$ cat src/rtl/sem_cell.sv
module sem_cell #(
  parameter int CNT_W = 16,
  parameter int NREQ  = 64,
  parameter int DW    = 32,
  localparam int IDW  = $clog2(NREQ)
) (
  input  logic            clk,
  input  logic            rst_n,
  input  logic            rd_valid,
  input  logic [2:0]      rd_view,
  input  logic [IDW-1:0]  rd_id,
  input  logic            wr_valid,
  input  logic [2:0]      wr_view,
  input  logic [DW-1:0]   wr_data,
  output logic            rsp_valid,
  output logic [DW-1:0]   rsp_data,
  output logic            rsp_blocked,
  output logic            wake_valid,
  output logic [NREQ-1:0] wake_mask
);
  localparam logic [2:0] VW_BYPASS = 3'd0;
  localparam logic [2:0] VW_CTRL   = 3'd1;
  localparam logic [2:0] VW_P_SYNC = 3'd4;
  localparam logic [2:0] VW_P_TRY  = 3'd5;
  localparam logic [CNT_W-1:0] CMAX = {CNT_W{1'b1}};

  logic [CNT_W-1:0] count, cnt_v, cnt_n;
  logic [NREQ-1:0]  waiting;
  logic             flg_t, flg_f, flg_e;
  logic [DW-1:0]    rd_mux;

  wire is_v    = wr_valid && (wr_view == VW_P_SYNC || wr_view == VW_P_TRY);
  wire is_p    = rd_valid && (rd_view == VW_P_SYNC || rd_view == VW_P_TRY);
  wire p_block = is_p && (rd_view == VW_P_SYNC) && (cnt_v == '0);
  wire ctrl_wr = wr_valid && (wr_view == VW_CTRL);

  assign cnt_v = (is_v && count != CMAX) ? count + 1'b1 : count;
  assign cnt_n = (is_p && cnt_v != '0) ? cnt_v - 1'b1 : cnt_v;

  always_comb begin
    rd_mux = '0;
    case (rd_view)
      VW_BYPASS: rd_mux = DW'(count);
      VW_CTRL: begin
        rd_mux[16] = flg_t;
        rd_mux[1]  = flg_f;
        rd_mux[0]  = flg_e;
      end
      VW_P_SYNC, VW_P_TRY: rd_mux = DW'(cnt_v);
      default: rd_mux = '0;
    endcase
  end

  always_ff @(posedge clk or negedge rst_n) begin
    if (!rst_n) begin
      count       <= '0;
      waiting     <= '0;
      {flg_t, flg_f, flg_e} <= 3'b000;
      rsp_valid   <= 1'b0;
      rsp_data    <= '0;
      rsp_blocked <= 1'b0;
      wake_valid  <= 1'b0;
      wake_mask   <= '0;
    end else begin
      count       <= cnt_n;
      rsp_valid   <= rd_valid;
      rsp_data    <= rd_valid ? rd_mux : '0;
      rsp_blocked <= p_block;
      wake_valid  <= is_v && (waiting != '0);
      wake_mask   <= is_v ? waiting : '0;
      if (is_v)         waiting <= '0;
      else if (p_block) waiting <= waiting | (NREQ'(1) << rd_id);
      if (ctrl_wr) {flg_t, flg_f, flg_e} <= {wr_data[16], wr_data[1], wr_data[0]};
    end
  end

  a_r2_rsp_follows: assert property (@(posedge clk) disable iff (!rst_n)
    rd_valid |=> rsp_valid);
  a_r2_no_spurious_rsp: assert property (@(posedge clk) disable iff (!rst_n)
    !rd_valid |=> !rsp_valid);
  a_r5_no_wrap: assert property (@(posedge clk) disable iff (!rst_n)
    (count == CMAX && is_v && !is_p) |=> count == CMAX);
  a_r8_count_idle: assert property (@(posedge clk) disable iff (!rst_n)
    (!is_v && !is_p) |=> $stable(count));
  a_r6_wake_pulse: assert property (@(posedge clk) disable iff (!rst_n)
    wake_valid |=> !wake_valid);
  a_r6_wake_clears: assert property (@(posedge clk) disable iff (!rst_n)
    wake_valid |-> (waiting == '0 && wake_mask != '0));
  a_r4_block_records: assert property (@(posedge clk) disable iff (!rst_n)
    rsp_blocked |-> (waiting != '0 && rsp_data == '0));
endmodule

$ cat config.mk
export PLATFORM = sky130hd
export DESIGN_NAME = sem_cell
export DESIGN_NICKNAME = d
export VERILOG_FILES = /design/src/rtl/sem_cell.sv
export SDC_FILE = /design/constraint.sdc
export NUM_CORES = 1
export LEC_CHECK = 0
export ABC_AREA = 1
export BUFFER_PORTS_ARGS = -buffer_cell sky130_fd_sc_hd__buf_4
export CAP_MARGIN = 20
export CELL_PAD_IN_SITES_DETAIL_PLACEMENT = 2
export CELL_PAD_IN_SITES_GLOBAL_PLACEMENT = 2
export CORE_MARGIN = 1.5
export CORE_UTILIZATION = 29
export DETAILED_ROUTE_END_ITERATION = 12
export GPL_TIMING_DRIVEN = 0
export PLACE_DENSITY_LB_ADDON = 0.1
export REMOVE_ABC_BUFFERS = 1
export SYNTH_ARGS = -nofsm -noshare
export SYNTH_HDL_FRONTEND = slang
export SYNTH_SLANG_ARGS = --single-unit
$ cat constraint.sdc
create_clock -name clk -period 2.7 [get_ports clk]
set_clock_uncertainty 0.1 [all_clocks]
set_input_delay 0.27 -clock clk [delete_from_list [all_inputs] [get_ports clk]]
set_output_delay 0.27 -clock clk [all_outputs]
set_load 0.005 [all_outputs]
==> metrics.yaml <==
synthAdderAreaFrac: 0.004409
worstPathRequired_ns: 2.92
post_dp_cell_area_mm2: 0.009513
layout-drive-gt1-share: 0.2208
ant_nets: 0
cp.arrival_ns: 2.91
synth_warnings: 0
synth_top_family_by_area: "simple AND/OR/NAND/NOR gates"
final_cell_mix: "nand2_1, dfrtp_1, buf_4"
crit_top_cell: "nor2_4"
maxSlewHeadroom: 0.3829
n_fill_cell: 3289
cap_violations: 0
tightest_slew_ns: 0.9246
period_needed_ns: 2.690
crit_chain: "ha_4 > inv_2 > nor2_4 > nand2_4 > nor2_4 > nor2_4 > buf_6 > nand2_4 > nand2_4 > nor2_4 > nand4_4 > nor2_4 > buf_12 > nor2_4 > buf_6 > nand2_1 > nand2_1"
via_count: 8024
critPathKind: "reg2reg"
die-area_mm2: 0.03039
regArea_mm2: 0.004189
clkSlewWorstSetupHoldPaths_ns: 0.06
ys_seq_area_frac: 0.4909
multiInputGateArea_mm2: 0.003754
io_buffers: 102
cts_tree: "built"
grt_pass1_wl_mm: 50.74
fin_util: 0.3819
cpPeakStageDelay_ns: 0.40
fin_ws_ns: 0.009608
fin_crit_sh: 0.9964
die_x_um: 174.3
place.gp.congestion: 0.7541
slowest_stage: "dfrtp_2"
synth_xor_area_frac: 0.009259
placed_cells_incl_taps: 1514
coreArea_mm2: 0.02878
critPathMaxFanout: 8
syn_inst: 1084
clock_path_buffers: 2
design_area_mm2: 0.01099
synthArstFlopShare: 1.000
htree_num_levels: 4
drtIter0Drc: 473
preCtsSetupSlack_ns: -1.443
end_kind: "flop"
final_common_cell: "nand2_1"
die_y_um: 174.3
numCtsBuffers: 17
rsz0062_at_grt: "yes"
grt_pass1_vias: 8774
nNetsFinal: 1262
synthMuxAreaShare: 0.003968
dp_hpwl_mm: 19.25
final_cells: 1607
routed_wl_mm: 31.76
routedWlPerCell_um: 19.76
rows: 62
synth_edf_count: 0
vias_per_cell: 4.993
synth-compound-area-share: 0.04027
firstDrtPassIters: 6
synth_cell_types: 34
max-vdd-ir-drop_mv: 0.4373
power.leakage_nw: 5.702
p_per_area_mw_per_mm2: 657.5
worst_setup_path_start_kind: "flop"
fmax_ghz: 0.3717
grt.overflow.total: 0
synth_flop_cell: "dfrtp_1"
io_pins: 147
areaGrowthSynthToFinish_pct: 29.10
clock_latency_ns: 0.44
num_antenna_cells: 0
grtUsageTotal: 0.2165
initial_core_util: 0.2958
setup_violations: 0
netlist_area_mm2: 0.008513
synth_seq_cells: 167
synth.avg_cell_area_um2: 7.853
cts-root-buf: "clkbuf_16"
antenna_found_initial: 0
yosys.area_share.simple: 0.3417
drc: 0
hold_violations: 0
outcome: "finished, final reports clean"
total_power_mw: 7.226
clock-sinks: 167
final_max_slew_viol_count: 0
hold_class: "in2reg"
grt_start_max_net_pins: 102
[critical path, delay by kind of cell (launching register included)]
family	cells	cell delay [ns]
buffers and inverters	4	0.57
flip-flops	1	0.40
AND/OR/NAND/NOR	12	1.33
adder cells (fa/ha/maj)	1	0.16
[final cells by class]
class / count / area share
Sequential cell: 167 / 0.3811
Clock buffer: 18 / 0.03996
Clock inverter: 13 / 0.01651
Timing Repair Buffer: 165 / 0.1348
Multi-Input combinational cell: 738 / 0.3415
Tap cell: 384 / 0.04372
Inverter: 122 / 0.04235
[flip-flops by register name, summed over array words and instances, names as in the netlist]
signal,flops
wake_valid,1
count,16
flg_f,1
flg_e,1
rsp_data,17
wake_mask,64
rsp_blocked,1
waiting,64
flg_t,1
rsp_valid,1
[where the power goes]
group / total, mW / switching, mW / leakage (nW) / internal [mW]
Combinational: 1.84 / 1.21 / 3.11 / 0.631
Sequential: 2.74 / 0.121 / 2.29 / 2.62
Clock: 2.65 / 1.14 / 0.302 / 1.51
[synth_stat cells (2+ instances only)]
master	instances	share of area
xor2_1	9	0.0093
nand2_1	286	0.13
inv_1	118	0.052
o22ai_1	12	0.0088
nand3_1	126	0.074
o21ai_0	40	0.024
mux2_2	3	0.0040
nor3_1	6	0.0035
buf_2	21	0.012
nand2_2	7	0.0051
o21ai_2	2	0.0021
buf_4	16	0.014
dfrtp_1	167	0.49
nand4_1	87	0.064
nand4_2	2	0.0029
buf_8	6	0.011
a31oi_1	2	0.0015
nor4_1	4	0.0029
buf_6	2	0.0026
inv_2	3	0.0013
clkbuf_1	22	0.0097
buf_1	8	0.0035
nor2_4	6	0.0079
ha_1	3	0.0044
nor2_2	8	0.0059
nor2_1	110	0.049
[cell families (layout without fill, tap and decap cells)]
group,after synthesis,after routing
muxes,3,3
DFF,167,167
xor gates and xnor gates,9,9
AOI/OAI and AO/OA,60,61
other,1,15
adders and majority gates,3,3
and+or+nand+nor,643,647
buffers and inverters,198,318
[final timing paths]
check	startpoint	endpoint	slack [ns]	cells after the start
setup / recovery	count[0]	count[0]	0.01	17
min in group asynchronous	rst_n	count[7]	0.30	2
setup reg to reg	count[0]	count[0]	0.01	17
max in group asynchronous	rst_n	count[12]	1.31	3
hold reg to reg	flg_t	rsp_data[16]	0.41	2
hold / removal	rd_view[2]	rsp_data[16]	0.02	4
[layer usage]
| layer | vias up | wire length (um) | track usage |
|---|---|---|---|
| met5 | - | 0 | 0 |
| met4 | 0 | 486 | 0.05424 |
| met3 | 29 | 894 | 0.02843 |
| met2 | 127 | 15410 | 0.3611 |
| met1 | 4125 | 14970 | 0.2963 |
| li1 | 3743 | - | - |
[stage by stage]
step / setup TNS [ns] / hold slack [ns]
6_report: 0 / 0.01983
5_1_grt: -6.031 / 0.04417
4_1_cts: -0.01363 / 0.003134
3_5_place_dp: -103.51 / 0.2045
3_3_place_gp: -490.72 / 0.3239
2_1_floorplan: -150.13 / -0.1256
[what timing repair did]
| item | CTS | global route |
|---|---|---|
| cloned | 6 | 0 |
| buffers inserted | 35 | 16 |
| pin swaps | 20 | 22 |
| hold buffers | 5 | 0 |
| endpoints found under the hold margin | 79 | 0 |
| resized for setup | 51 | 29 |
| endpoints found under the setup margin | 81 | 80 |
No activity file was read; power rests on OpenSTA's default activity.
